[src/rtl/gapclk_pkg.sv]
package gapclk_pkg;

    localparam int BYTE_W   = 8;
    localparam int GAP_W    = 16;
    localparam int BITIDX_W = $clog2(BYTE_W);
    localparam int LEFT_W   = $clog2(BYTE_W + 1);

    typedef logic [BYTE_W-1:0] byte_t;
    typedef logic [GAP_W-1:0]  gap_t;

    // One assembled byte travelling toward the queue
    typedef struct packed {
        logic  valid;
        byte_t data;
    } beat_t;

    // How a captured bit relates to the byte being assembled
    typedef enum logic {
        ALIGN_KEEP    = 1'b0,
        ALIGN_RESTART = 1'b1
    } align_e;

    // Saturating increment of the stopped-cycle count
    function automatic gap_t gap_step(gap_t g);
        return (g == '1) ? g : g + gap_t'(1);
    endfunction

endpackage

[src/rtl/gapclk_tx_deser.sv]
module gapclk_tx_deser
    import gapclk_pkg::*;
(
    input  logic  clk,
    input  logic  rst,
    input  logic  hold,
    input  logic  room,
    input  logic  sdata,
    input  gap_t  thresh,
    output logic  clk_en,
    output beat_t beat
);

    localparam logic [BITIDX_W-1:0] LAST_IDX = BITIDX_W'(BYTE_W - 1);

    gap_t                gap_cnt;
    byte_t               acc;
    logic [BITIDX_W-1:0] ncol;
    align_e              mode;

    always_comb begin
        mode = (clk_en && (gap_cnt > thresh)) ? ALIGN_RESTART : ALIGN_KEEP;
        beat.valid = clk_en && (mode == ALIGN_KEEP) && (ncol == LAST_IDX);
        beat.data  = {acc[BYTE_W-2:0], sdata};
    end

    always_ff @(posedge clk) begin
        if (rst) begin
            clk_en  <= 1'b0;
            gap_cnt <= '0;
            acc     <= '0;
            ncol    <= '0;
        end else begin
            clk_en <= !hold && room;
            if (clk_en) begin
                gap_cnt <= '0;
                acc     <= {acc[BYTE_W-2:0], sdata};
                if (mode == ALIGN_RESTART) begin
                    ncol <= BITIDX_W'(1);
                end else if (ncol == LAST_IDX) begin
                    ncol <= '0;
                end else begin
                    ncol <= ncol + BITIDX_W'(1);
                end
            end else begin
                gap_cnt <= gap_step(gap_cnt);
            end
        end
    end

endmodule

[src/rtl/gapclk_byte_fifo.sv]
module gapclk_byte_fifo
    import gapclk_pkg::*;
#(
    parameter int DEPTH = 4
) (
    input  logic  clk,
    input  logic  rst,
    input  beat_t wr,
    input  logic  rd_ready,
    output byte_t rd_data,
    output logic  rd_valid,
    output logic  room
);

    localparam int PTR_W = (DEPTH > 1) ? $clog2(DEPTH) : 1;
    localparam int CNT_W = $clog2(DEPTH + 1);

    byte_t            mem [DEPTH];
    logic [PTR_W-1:0] wr_ptr;
    logic [PTR_W-1:0] rd_ptr;
    logic [CNT_W-1:0] cnt;
    logic [CNT_W-1:0] cnt_next;
    logic             pop;

    function automatic logic [PTR_W-1:0] ptr_inc(logic [PTR_W-1:0] p);
        return (p == PTR_W'(DEPTH - 1)) ? '0 : p + PTR_W'(1);
    endfunction

    always_comb begin
        rd_valid = (cnt != '0);
        rd_data  = mem[rd_ptr];
        pop      = rd_valid && rd_ready;
        cnt_next = cnt + CNT_W'(wr.valid) - CNT_W'(pop);
        room     = (cnt_next < CNT_W'(DEPTH));
    end

    always_ff @(posedge clk) begin
        if (rst) begin
            wr_ptr <= '0;
            rd_ptr <= '0;
            cnt    <= '0;
        end else begin
            cnt <= cnt_next;
            if (wr.valid) begin
                wr_ptr <= ptr_inc(wr_ptr);
            end
            if (pop) begin
                rd_ptr <= ptr_inc(rd_ptr);
            end
        end
    end

    always_ff @(posedge clk) begin
        if (wr.valid) begin
            mem[wr_ptr] <= wr.data;
        end
    end

endmodule

[src/rtl/gapclk_rx_ser.sv]
module gapclk_rx_ser
    import gapclk_pkg::*;
(
    input  logic  clk,
    input  logic  rst,
    input  byte_t in_data,
    input  logic  in_valid,
    output logic  in_ready,
    output logic  clk_en,
    output logic  sdata
);

    byte_t             sh;
    logic [LEFT_W-1:0] left;

    always_comb begin
        in_ready = (left <= LEFT_W'(1));
        clk_en   = (left != '0);
        sdata    = sh[BYTE_W-1];
    end

    always_ff @(posedge clk) begin
        if (rst) begin
            sh   <= '0;
            left <= '0;
        end else if (in_valid && in_ready) begin
            sh   <= in_data;
            left <= LEFT_W'(BYTE_W);
        end else if (left != '0) begin
            sh   <= {sh[BYTE_W-2:0], 1'b0};
            left <= left - LEFT_W'(1);
        end
    end

endmodule

[src/rtl/gapclk_serial_if.sv]
module gapclk_serial_if
    import gapclk_pkg::*;
#(
    parameter int FIFO_DEPTH = 4
) (
    input  logic                          clk,
    input  logic                          rst,
    input  logic [gapclk_pkg::GAP_W-1:0]  gap_thresh,
    input  logic                          tx_hold,
    output logic                          tx_clk_en,
    input  logic                          tx_sdata,
    output logic [gapclk_pkg::BYTE_W-1:0] tx_out_data,
    output logic                          tx_out_valid,
    input  logic                          tx_out_ready,
    input  logic [gapclk_pkg::BYTE_W-1:0] rx_in_data,
    input  logic                          rx_in_valid,
    output logic                          rx_in_ready,
    output logic                          rx_clk_en,
    output logic                          rx_sdata
);

    beat_t tx_beat;
    logic  q_room;

    gapclk_tx_deser u_tx (
        .clk    (clk),
        .rst    (rst),
        .hold   (tx_hold),
        .room   (q_room),
        .sdata  (tx_sdata),
        .thresh (gap_thresh),
        .clk_en (tx_clk_en),
        .beat   (tx_beat)
    );

    gapclk_byte_fifo #(
        .DEPTH (FIFO_DEPTH)
    ) u_fifo (
        .clk      (clk),
        .rst      (rst),
        .wr       (tx_beat),
        .rd_ready (tx_out_ready),
        .rd_data  (tx_out_data),
        .rd_valid (tx_out_valid),
        .room     (q_room)
    );

    gapclk_rx_ser u_rx (
        .clk      (clk),
        .rst      (rst),
        .in_data  (rx_in_data),
        .in_valid (rx_in_valid),
        .in_ready (rx_in_ready),
        .clk_en   (rx_clk_en),
        .sdata    (rx_sdata)
    );

endmodule

[config.mk]
export PLATFORM = sky130hd
export DESIGN_NAME = gapclk_serial_if
export DESIGN_NICKNAME = d
export VERILOG_FILES = /design/src/rtl/gapclk_pkg.sv /design/src/rtl/gapclk_tx_deser.sv /design/src/rtl/gapclk_byte_fifo.sv /design/src/rtl/gapclk_rx_ser.sv /design/src/rtl/gapclk_serial_if.sv
export SDC_FILE = /design/constraint.sdc
export NUM_CORES = 1
export LEC_CHECK = 0
export ABC_AREA = 1
export BUFFER_PORTS_ARGS = -buffer_cell sky130_fd_sc_hd__buf_2
export CAP_MARGIN = 20
export CORE_AREA = 2 2 105 107
export CTS_BUF_LIST = sky130_fd_sc_hd__clkbuf_16
export DETAILED_ROUTE_END_ITERATION = 6
export DIE_AREA = 0 0 107 109
export PLACE_DENSITY_LB_ADDON = 0.3
export REMOVE_ABC_BUFFERS = 1
export SYNTH_ARGS = -nofsm -noshare
export SYNTH_HDL_FRONTEND = slang
export SYNTH_HIERARCHICAL = 1
export SYNTH_SLANG_ARGS = --single-unit
[constraint.sdc]
create_clock -name clk -period 6 [get_ports clk]
set_clock_uncertainty 0.1 [all_clocks]
set_input_delay 1.2 -clock clk [delete_from_list [all_inputs] [get_ports clk]]
set_output_delay 1.2 -clock clk [all_outputs]
set_load 0.005 [all_outputs]
==> metrics.md, run 1 <==
| Metric | Value |
|---|---|
| Status | `completed` |
| Clock Power Share | `0.312` |
| Measured slew at the worst slew-check pin | `0.7780 ns` |
| Logic gate share of total power | `0.261` |
| Critical path buffer and inverter count | `3` |
| Share of the synthesized area in the top cell type | `0.2344` |
| Placed cell areas | `4382 um^2` |
| Pin count of the biggest net entering global routing | `21` |
| Max Clk Rate | `276.9 MHz` |
| Fill cells | `1040` |
| DR iter-0 viols | `157` |
| Max VDD drop | `0.1480 mV` |
| Post-placement setup slack | `1.992 ns` |
| Skew-Pair Late Insertion Delay | `0.33 ns` |
| CTS Root Cell | `clkbuf_16` |
| Die H | `109 um` |
| Fin crit share | `0.6018` |
| TritonCTS clock tree | `yes` |
| Drt total wl | `7781 um` |
| Initial antenna violation count | `0` |
| Core area | `10600 um^2` |
| Clock sink count | `80` |
| Slowest stage cell, crit path | `nor2_1` |
| Worst Hold Class | `flop to flop` |
| Post-synth top area cell | `dfxtp_1` |
| GPL Wtd Cong | `0.8026` |
| Sw Share | `0.3366` |
| Area delta synth->final | `13.52%` |
| Most frequent cells in the layout | `nand2_1, inv_1, dfxtp_1, nor2_1, buf_2` |
| Crit Path Max Fanout | `8` |
| CP max stage delay | `0.38 ns` |
| H-tree levels | `3` |
| Critical setup path kind | `primary input to flop` |
| Worst Setup Slack, final | `2.389 ns` |
| Nets | `579` |
| First-pass GRT wire length | `13320 um` |
| Hold slack | `0.3580 ns` |
| RSZ-0062 raised after global routing | `no` |
| Via count | `3178` |
| Synth top area cells | `dfxtp_1, edfxtp_1, nand2_1, ha_1, inv_1` |
| Leakage | `2.127 nW` |
| Cts hold-fix bufs | `0` |
| CP Launch Type | `primary input` |
| Die X-Extent | `107 um` |
| Avg Cell Area, Syn | `8.539 um^2` |
| Max-slew violation count | `0` |
| Post-synthesis register bit count | `80` |
| Yosys warns | `6` |
| Total track usage | `0.1433` |
| Final setup viols | `0` |
| Core Rows | `38` |
| Most frequent CP cell | `nand2_1` |
| Starting Density | `0.3866` |
| Vias per cell | `4.779` |
| CP delay by family, top | `simple AND/OR/NAND/NOR gates` |
| Fin util | `0.4389` |
| Yosys cell types | `39` |
| Share of post-route cells with drive strength above 1 | `0.1486` |
| Design area | `4653 um^2` |
| Synth Cell Area | `4099 um^2` |
| Internal Pwr Total | `1.055 mW` |
| CP endpoint kind | `flop` |
| Average wire per standard cell | `11.70 um` |
| # DRC | `0` |
| Cts repair resizes | `0` |
| DR pass1 iterations | `4` |
| Fin. Hold Viols | `0` |
| CTS Buf Count | `9` |
| Data arrival, critical path | `3.76 ns` |
| IO Pins | `43` |
| Slew margin rel. | `0.4808` |
| Sw power | `0.5354 mW` |
| Sequential area share after synthesis | `0.4689` |
| Total Neg Setup Slack | `0 ns` |
| Post-DRT Antenna Nets | `0` |
| Full die area | `11660 um^2` |
| Grt total ovfl | `0` |
| Crit path time final | `3.611 ns` |
| Vias in the first global route | `2969` |
| # Max-Cap Violations | `0` |
| Setup Fix Bufs, Post-CTS | `0` |
| Clk buf depth | `2` |
| Mapped Cells | `480` |
| Port Buffers | `42` |
| CP Cell Sequence | `buf_2, inv_1, ha_1, nand2_1, nor3_1, nand3_1, nand2_1, nand2_1, nor2_1, ha_1, inv_1, fa_1, nand3b_1, nand2_1, nor3b_1` |
| Crit path required time | `6.15 ns` |
| Ant diodes | `0` |
| Clk slew on worst S/H paths | `0.06 ns` |
| Dpl hpwl | `5575 um` |
| Most common cell after layout, fill and taps aside | `nand2_1` |
| Cell Pwr Density | `341.8 nW/um^2` |
| Seq pwr share | `0.427` |
-- worst reg2reg max path, stage by stage (launching register included) --
cell and delay, ns:
dfxtp_1 0.39, ha_1 0.35, nand4_1 0.10, nor3_1 0.26
nand3_1 0.12, nand2_1 0.15, nand2_1 0.06, nor2_1 0.38
ha_1 0.22, inv_1 0.05, fa_1 0.38, nand3b_1 0.17
nand2_1 0.08, nor3b_1 0.17
-- power by group through the flow --
stage | registers (mW) | logic, mW | clock network, mW
global placement | 0.690 | 0.410 | 0
detailed placement | 0.692 | 0.421 | 0
floorplan | 0.671 | 0.292 | 0
CTS | 0.681 | 0.423 | 0.511
global route | 0.689 | 0.486 | 0.532
finish | 0.679 | 0.416 | 0.496
-- cells in the mapped netlist (all sizes together) --
cell and count:
xnor2 7, clkinv 1, edfxtp 32, nor2 49, xor2 1, ha 28
fa 1, nor3 7, nand4 28, nand3b 1, nand3 21, buf 11
nand2 108, o21ai 22, dfxtp 48, a21oi 22, a21o 1, a21boi 1
clkbuf 2, nor3b 1, o22ai 8, inv 72, or2 3, a31oi 5
-- final timing paths --
check	start	endpoint	slack (ns)	cells after the start
worst min register to register	u_tx/ncol[2]$_SDFFE_PP0P_	u_tx/ncol[2]$_SDFFE_PP0P_	0.36	2
worst min-delay path	u_tx/ncol[2]$_SDFFE_PP0P_	u_tx/ncol[2]$_SDFFE_PP0P_	0.36	2
worst max register to register	u_tx/gap_cnt[11]$_SDFFE_PP0P_	u_tx/clk_en$_SDFF_PP0_	2.93	13
worst max-delay path	gap_thresh[15]	u_tx/clk_en$_SDFF_PP0_	2.39	15
-- routing by layer --
layer	wire (um)	vias to the layer above	share of wire	global-route usage
met5	0	-	0	0
met4	141	0	0.018	0.06586
met3	225	11	0.029	0.02630
met2	3693	43	0.47	0.2416
met1	3721	1458	0.48	0.1788
li1	-	1666	-	-
-- layout make-up --
type,instances,area [um^2],area share
Clock buffer,9,225.2,0.04840
Clock inverter,7,46.29,0.009949
Inverter,73,279.0,0.05996
Multi-Input combinational cell,314,1795,0.3859
Sequential cell,80,1922,0.4130
Tap cell,140,175.2,0.03764
Timing Repair Buffer,42,210.2,0.04517
-- through the flow --
step                      power [mW]  std cells
after floorplan               0.9636        467
after global placement         1.100        649
after detailed placement       1.113        649
after CTS                      1.615        665
after global routing           1.707        665
final                          1.591        665
-- kinds of logic after synthesis --
logic type	count (synthesis)	share of synthesized area
flip-flops	80	0.4689
buffers and inverters	86	0.09310
AND/OR/NAND/NOR	218	0.2506
adder cells (fa/ha/maj)	29	0.09036
AO/OA/AOI/OAI	59	0.07998
XOR/XNOR	8	0.01709
-- state kept, by name (all words and copies together) (netlist names), named ones only --
name and flops:
u_fifo/wr_ptr 2, u_tx/ncol 3, u_rx/left 4, u_fifo/mem 32
u_fifo/cnt 3, u_fifo/rd_ptr 2, u_rx/sh 8, u_tx/gap_cnt 16
u_tx/clk_en 1, u_tx/acc 7
Power figures use the tool's default switching activity.
==> run 2, diff against run 1 <==
- clock period: 6 -> 3.3 ns (I/O delays scaled with it)
==> metrics.md, run 2 (synthesized netlist as in run 1, its figures left out) <==
| Metric | Value |
|---|---|
| Sw power | `1.003 mW (+87%)` |
| Slew margin rel. | `0.5988 (+0.1180)` |
| Critical Path Start | `gap_thresh[15]` |
| Core Rows | `38 (unchanged)` |
| Measured slew at the worst slew-check pin | `0.6010 ns (-0.1770 ns)` |
| Sw Share | `0.3411 (+0.004560)` |
| Vias per cell | `4.802 (+0.49%)` |
| Max VDD drop | `0.2879 mV (+94%)` |
| H-tree levels | `3 (unchanged)` |
| Clock Power Share | `0.316 (+0.004)` |
| Regs by FF count | `u_fifo/mem: 32 flops, u_tx/gap_cnt: 16 flops, u_rx/sh: 8 flops` |
| Most frequent cells in the layout | `nand2_1, inv_1, dfxtp_1, nor2_1, buf_2` |
| Die H | `109 um (unchanged)` |
| Skew-Pair Late Insertion Delay | `0.33 ns (about the same)` |
| Reg-to-reg slack, setup | `0.56 ns (-2.37 ns)` |
| Grt total ovfl | `0 (unchanged)` |
| Top reg by flops | `u_fifo/mem` |
| Crit Path Max Fanout | `4 (-4)` |
| Via count | `3208 (+0.94%)` |
| Clk buf depth | `2 (unchanged)` |
| Full die area | `11660 um^2 (unchanged)` |
| Vias in the first global route | `2988 (+0.64%)` |
| Sequential cell area | `1922 um^2 (unchanged)` |
| Average wire per standard cell | `11.92 um (+1.9%)` |
| Internal Pwr Total | `1.936 mW (+84%)` |
| Pin count of the biggest net entering global routing | `21 (unchanged)` |
| CP max stage delay | `0.37 ns (about the same)` |
| Setup Fix Bufs, Post-CTS | `0 (unchanged)` |
| Max Clk Rate | `363.6 MHz` |
| Most frequent CP cell | `nand2_1` |
| Status | `completed` |
| Slowest stage cell, crit path | `fa_1` |
| Initial antenna violation count | `0 (unchanged)` |
| R2R depth | `15 (+2)` |
| Dpl hpwl | `5670 um (+1.7%)` |
| Worst Hold Class | `flop to flop` |
| Data arrival, critical path | `2.91 ns (-0.85 ns)` |
| Core area | `10600 um^2 (unchanged)` |
| Nets | `582 (+0.52%)` |
| Fin. Hold Viols | `0 (unchanged)` |
| Worst Hold Launch | `u_tx/ncol[1]$_SDFFE_PP0P_` |
| Hold slack | `0.3665 ns (+0.008428 ns)` |
| Final setup viols | `0 (unchanged)` |
| CTS Root Cell | `clkbuf_16` |
| First-pass GRT wire length | `13570 um (+1.9%)` |
| FF-to-FF End | `u_tx/clk_en$_SDFF_PP0_` |
| CP endpoint kind | `flop` |
| # DRC | `0 (unchanged)` |
| Post-DRT Antenna Nets | `0 (unchanged)` |
| Total track usage | `0.1462 (+0.002969)` |
| Drt total wl | `7965 um (+2.4%)` |
| Seq pwr share | `0.415 (-0.012)` |
| Crit path time final | `2.750 ns` |
| Cts hold-fix bufs | `0 (unchanged)` |
| Design area | `4686 um^2 (+0.70%)` |
| Ant diodes | `0 (unchanged)` |
| DR iter-0 viols | `120 (-24%)` |
| RSZ-0062 raised after global routing | `no` |
| Logic gate share of total power | `0.270 (+0.009)` |
| Share of post-route cells with drive strength above 1 | `0.1553 (+0.006732)` |
| DR pass1 iterations | `4 (unchanged)` |
| Hold path endpoint | `u_tx/ncol[1]$_SDFFE_PP0P_` |
| Clock sink count | `80 (unchanged)` |
| Placed cell areas | `4404 um^2 (+0.51%)` |
| Footprint of the multi-input gates | `1795 um^2 (unchanged)` |
| Max-slew violation count | `0 (unchanged)` |
| GPL Wtd Cong | `0.7921 (-1.3%)` |
| IO Pins | `43 (unchanged)` |
| TritonCTS clock tree | `yes` |
| Cts repair resizes | `0 (unchanged)` |
| Max reg flops | `32 (unchanged)` |
| Critical setup path kind | `primary input to flop` |
| Port Buffers | `42 (unchanged)` |
| Starting Density | `0.3866 (unchanged)` |
| CP Launch Type | `primary input` |
| Most common cell after layout, fill and taps aside | `nand2_1` |
| Leakage | `2.134 nW (+0.31%)` |
| Worst r2r src | `u_tx/gap_cnt[7]$_SDFFE_PP0P_` |
| CTS Buf Count | `9 (unchanged)` |
| Crit path required time | `3.46 ns (-2.69 ns)` |
| CP Cell Sequence | `buf_2, inv_1, ha_1, nand2_1, nor3_1, nand3_1, nand2_1, nand2_1, nor2_1, ha_1, inv_1, fa_1, nand3b_1, nand2_1, nor3b_1` |
| Fin crit share | `0.8335` |
| # Max-Cap Violations | `0 (unchanged)` |
| Cell Pwr Density | `627.2 nW/um^2 (+83%)` |
| Fill cells | `1053 (+1.3%)` |
| Die X-Extent | `107 um (unchanged)` |
| Total Neg Setup Slack | `0 ns (unchanged)` |
| Area delta synth->final | `14.32%` |
| Clk slew on worst S/H paths | `0.07 ns (about the same)` |
| Hold Path Depth | `2 (unchanged)` |
-- run 2: cell types whose count changed in the layout (fill, tap and decap cells not counted) --
cell,before,now
clkinvlp_4,2,4
clkinv_2,2,0
buf_4,0,3
inv_1,70,69
clkinv_4,1,2
-- run 2: how the worst max path moves through the flow --
stage | cells past startpoint | end | slack, ns
2_1_floorplan | 14 | u_tx/clk_en$_SDFF_PP0_ | 0.31
3_3_place_gp | 15 | u_tx/clk_en$_SDFF_PP0_ | 0.24
3_5_place_dp | 15 | u_tx/clk_en$_SDFF_PP0_ | 0.17
4_1_cts | 15 | u_tx/clk_en$_SDFF_PP0_ | 0.51
5_1_grt | 15 | u_tx/clk_en$_SDFF_PP0_ | 0.23
6_report | 15 | u_tx/clk_en$_SDFF_PP0_ | 0.55
-- run 2: area by class of cell --
| cell class | instances | share of cell area |
|---|---|---|
| clock inverter | 7 | 0.01202 |
| sequential | 80 | 0.4101 |
| clock buffer | 9 | 0.04806 |
| multi-input combinational | 314 | 0.3832 |
| timing repair buffer | 45 | 0.04967 |
| inverter | 73 | 0.05955 |
| tap | 140 | 0.03738 |
-- run 2: power by group through the flow --
| stage | clock network [mW] | registers (mW) | logic, mW |
|---|---|---|---|
| 6_report | 0.928 | 1.22 | 0.792 |
| 3_3_place_gp | 0 | 1.24 | 0.774 |
| 4_1_cts | 0.949 | 1.22 | 0.804 |
| 5_1_grt | 0.995 | 1.24 | 0.920 |
| 2_1_floorplan | 0 | 1.22 | 0.531 |
| 3_5_place_dp | 0 | 1.24 | 0.804 |
-- run 2: metal layers --
layer / track usage / vias to the layer above / wire [um]
met5: 0 / - / 0
met4: 0.06308 / 0 / 141
met3: 0.02809 / 9 / 188
met2: 0.2575 / 43 / 3924
met1: 0.1745 / 1478 / 3711
li1: - / 1678 / -
-- run 2: stage by stage --
stage / utilization / power (mW) / worst slack [ns] / std cells
2_1_floorplan: - / 1.752 / 0.3103 / 467
5_1_grt: 0.4419 / 3.150 / 0.2278 / 668
6_report: 0.4419 / 2.939 / 0.5495 / 668
3_5_place_dp: 0.4154 / 2.046 / 0.1711 / 652
4_1_cts: 0.4419 / 2.974 / 0.5135 / 668
3_3_place_gp: 0.4154 / 2.012 / 0.2357 / 652
-- run 2: critical path: cells and delay by family --
| kind | cells | cell delay [ns] |
|---|---|---|
| fa+ha+maj | 3 | 0.83 |
| simple gates | 9 | 1.27 |
| buf+inv | 3 | 0.14 |
==> run 3, diff against run 2 <==
- clock period: 3.3 -> 2.9 ns (I/O delays scaled with it)
==> metrics.md, run 3 (synthesized netlist as in run 1, its figures left out) <==
| Metric | Value |
|---|---|
| Fin. Hold Viols | `0 (unchanged)` |
| Worst Hold Class | `primary input to flop` |
| Crit Path Max Fanout | `6 (+2)` |
| Core Rows | `38 (unchanged)` |
| Regs by FF count | `u_fifo/mem: 32 flops, u_tx/gap_cnt: 16 flops, u_rx/sh: 8 flops` |
| Pin count of the biggest net entering global routing | `21 (unchanged)` |
| Cts repair resizes | `0 (unchanged)` |
| CP Cell Sequence | `ha_1, nand2_1, nor2_1, nand2_1, nand2_1, nand2_1, nand2_1, nand2_2, nand2_1, nor2_2, ha_1, inv_1, fa_1, nand3b_1, nand2_1, nor3b_1` |
| Vias in the first global route | `2997 (+0.30%)` |
| Crit path required time | `3.05 ns (-0.41 ns)` |
| Max reg flops | `32 (unchanged)` |
| Hold slack | `0.3166 ns (-0.04986 ns)` |
| Status | `completed` |
| CP delay by family, top | `simple AND/OR/NAND/NOR gates` |
| Leakage | `2.232 nW (+4.6%)` |
| Die X-Extent | `107 um (unchanged)` |
| Placed insts | `660 (+1.2%)` |
| R2R depth | `16 (+1)` |
| # Max-Cap Violations | `0 (unchanged)` |
| Max Clk Rate | `381.8 MHz` |
| Area delta synth->final | `18.62%` |
| CP Launch Type | `flop` |
| IO Pins | `43 (unchanged)` |
| Critical path depth | `16 (+1)` |
| Vias per cell | `4.763 (-0.81%)` |
| DR iter-0 viols | `193 (+61%)` |
| TritonCTS clock tree | `yes` |
| Average wire per standard cell | `11.40 um (-4.4%)` |
| Nets | `590 (+1.4%)` |
| Reg-to-reg slack, setup | `0.28 ns (-0.28 ns)` |
| GPL Wtd Cong | `0.8271 (+4.4%)` |
| Die H | `109 um (unchanged)` |
| Starting Density | `0.3866 (unchanged)` |
| Grt total ovfl | `0 (unchanged)` |
| Critical Path Start | `u_tx/gap_cnt[6]$_SDFFE_PP0P_` |
| Clk buf depth | `2 (unchanged)` |
| CP endpoint kind | `flop` |
| Final setup viols | `0 (unchanged)` |
| RSZ-0062 raised after global routing | `no` |
| Crit path time final | `2.619 ns` |
| H-tree levels | `3 (unchanged)` |
| Drt total wl | `7707 um (-3.2%)` |
| Total Neg Setup Slack | `0 ns (unchanged)` |
| FF-to-FF End | `u_tx/clk_en$_SDFF_PP0_` |
| Port Buffers | `42 (unchanged)` |
| Setup Fix Bufs, Post-CTS | `0 (unchanged)` |
| Cell Pwr Density | `723.9 nW/um^2 (+15%)` |
| Ant diodes | `0 (unchanged)` |
| Max VDD drop | `0.3660 mV (+27%)` |
| Max-slew violation count | `0 (unchanged)` |
| Critical setup path kind | `flop to flop` |
| Fin crit share | `0.9031` |
| Critical path buffer and inverter count | `1 (-2)` |
| Worst r2r src | `u_tx/gap_cnt[6]$_SDFFE_PP0P_` |
| Slowest stage cell, crit path | `dfxtp_1` |
| CP max stage delay | `0.47 ns (+0.10 ns)` |
| Measured slew at the worst slew-check pin | `0.5524 ns (-0.04859 ns)` |
| CTS Root Cell | `clkbuf_16` |
| Fill cells | `1005 (-4.6%)` |
| Post-Layout Cell Count | `676 (+1.2%)` |
| Share of post-route cells with drive strength above 1 | `0.1754 (+0.02007)` |
| Post-DRT Antenna Nets | `0 (unchanged)` |
| Most frequent CP cell | `nand2_1` |
| Most common cell after layout, fill and taps aside | `nand2_1` |
| # DRC | `0 (unchanged)` |
| Skew-Pair Late Insertion Delay | `0.32 ns (about the same)` |
| Initial antenna violation count | `0 (unchanged)` |
| Data arrival, critical path | `2.77 ns (-0.14 ns)` |
| DR pass1 iterations | `4 (unchanged)` |
| Slew margin rel. | `0.6303 (+0.03158)` |
| Cts hold-fix bufs | `0 (unchanged)` |
| Dpl hpwl | `5525 um (-2.6%)` |
| Via count | `3220 (+0.37%)` |
| CTS Buf Count | `9 (unchanged)` |
| Top reg by flops | `u_fifo/mem` |
| Total track usage | `0.1412 (-0.005045)` |
| First-pass GRT wire length | `13240 um (-2.4%)` |
| CP Capture Point | `u_tx/clk_en$_SDFF_PP0_` |
| Clk slew on worst S/H paths | `0.06 ns (about the same)` |
| Most frequent cells in the layout | `nand2_1, inv_1, nor2_1, dfxtp_1, buf_2` |
| Clock sink count | `80 (unchanged)` |
| Full die area | `11660 um^2 (unchanged)` |
| Core area | `10600 um^2 (unchanged)` |
-- run 3: worst min path at each step --
stage                                    startpoint                        end  cells after the start
after floorplan           u_tx/ncol[1]$_SDFFE_PP0P_  u_tx/ncol[1]$_SDFFE_PP0P_                      2
after global placement    u_tx/ncol[1]$_SDFFE_PP0P_  u_tx/ncol[1]$_SDFFE_PP0P_                      2
after detailed placement  u_tx/ncol[1]$_SDFFE_PP0P_  u_tx/ncol[1]$_SDFFE_PP0P_                      2
after CTS                                   tx_hold     u_tx/clk_en$_SDFF_PP0_                      2
after global routing                        tx_hold     u_tx/clk_en$_SDFF_PP0_                      2
final                                       tx_hold     u_tx/clk_en$_SDFF_PP0_                      2
-- run 3: layout make-up --
type | instances | area [um^2] | share of cell area
Multi-Input combinational cell | 314 | 1805 | 0.3713
Timing Repair Buffer | 53 | 342.8 | 0.07051
Clock inverter | 6 | 83.83 | 0.01724
Inverter | 73 | 279.0 | 0.05739
Clock buffer | 10 | 250.2 | 0.05147
Sequential cell | 80 | 1926 | 0.3960
Tap cell | 140 | 175.2 | 0.03603
-- run 3: report_power, final --
| group | total [mW] | switching (mW) | internal, mW |
|---|---|---|---|
| registers | 1.37 | 0.0935 | 1.27 |
| logic | 0.927 | 0.575 | 0.353 |
| clock network | 1.22 | 0.424 | 0.801 |
| total | 3.52 | 1.09 | 2.43 |
-- run 3: through the flow --
stage | util | cell area [um^2] | power, mW | worst slack, ns
after floorplan | - | 3996 | 1.994 | -0.009705
after global placement | 0.4258 | 4514 | 2.298 | -0.1002
after detailed placement | 0.4258 | 4514 | 2.330 | -0.2030
after CTS | 0.4573 | 4848 | 3.573 | 0.1295
after global routing | 0.4586 | 4862 | 3.760 | 0.02150
final | 0.4586 | 4862 | 3.520 | 0.2809
-- run 3: metal layers --
layer / vias up / track usage / part of all wire
li1: 1693 / - / -
met4: 0 / 0.05380 / 0.010
met3: 7 / 0.02630 / 0.028
met2: 47 / 0.2429 / 0.49
met1: 1473 / 0.1765 / 0.47
met5: - / 0 / 0
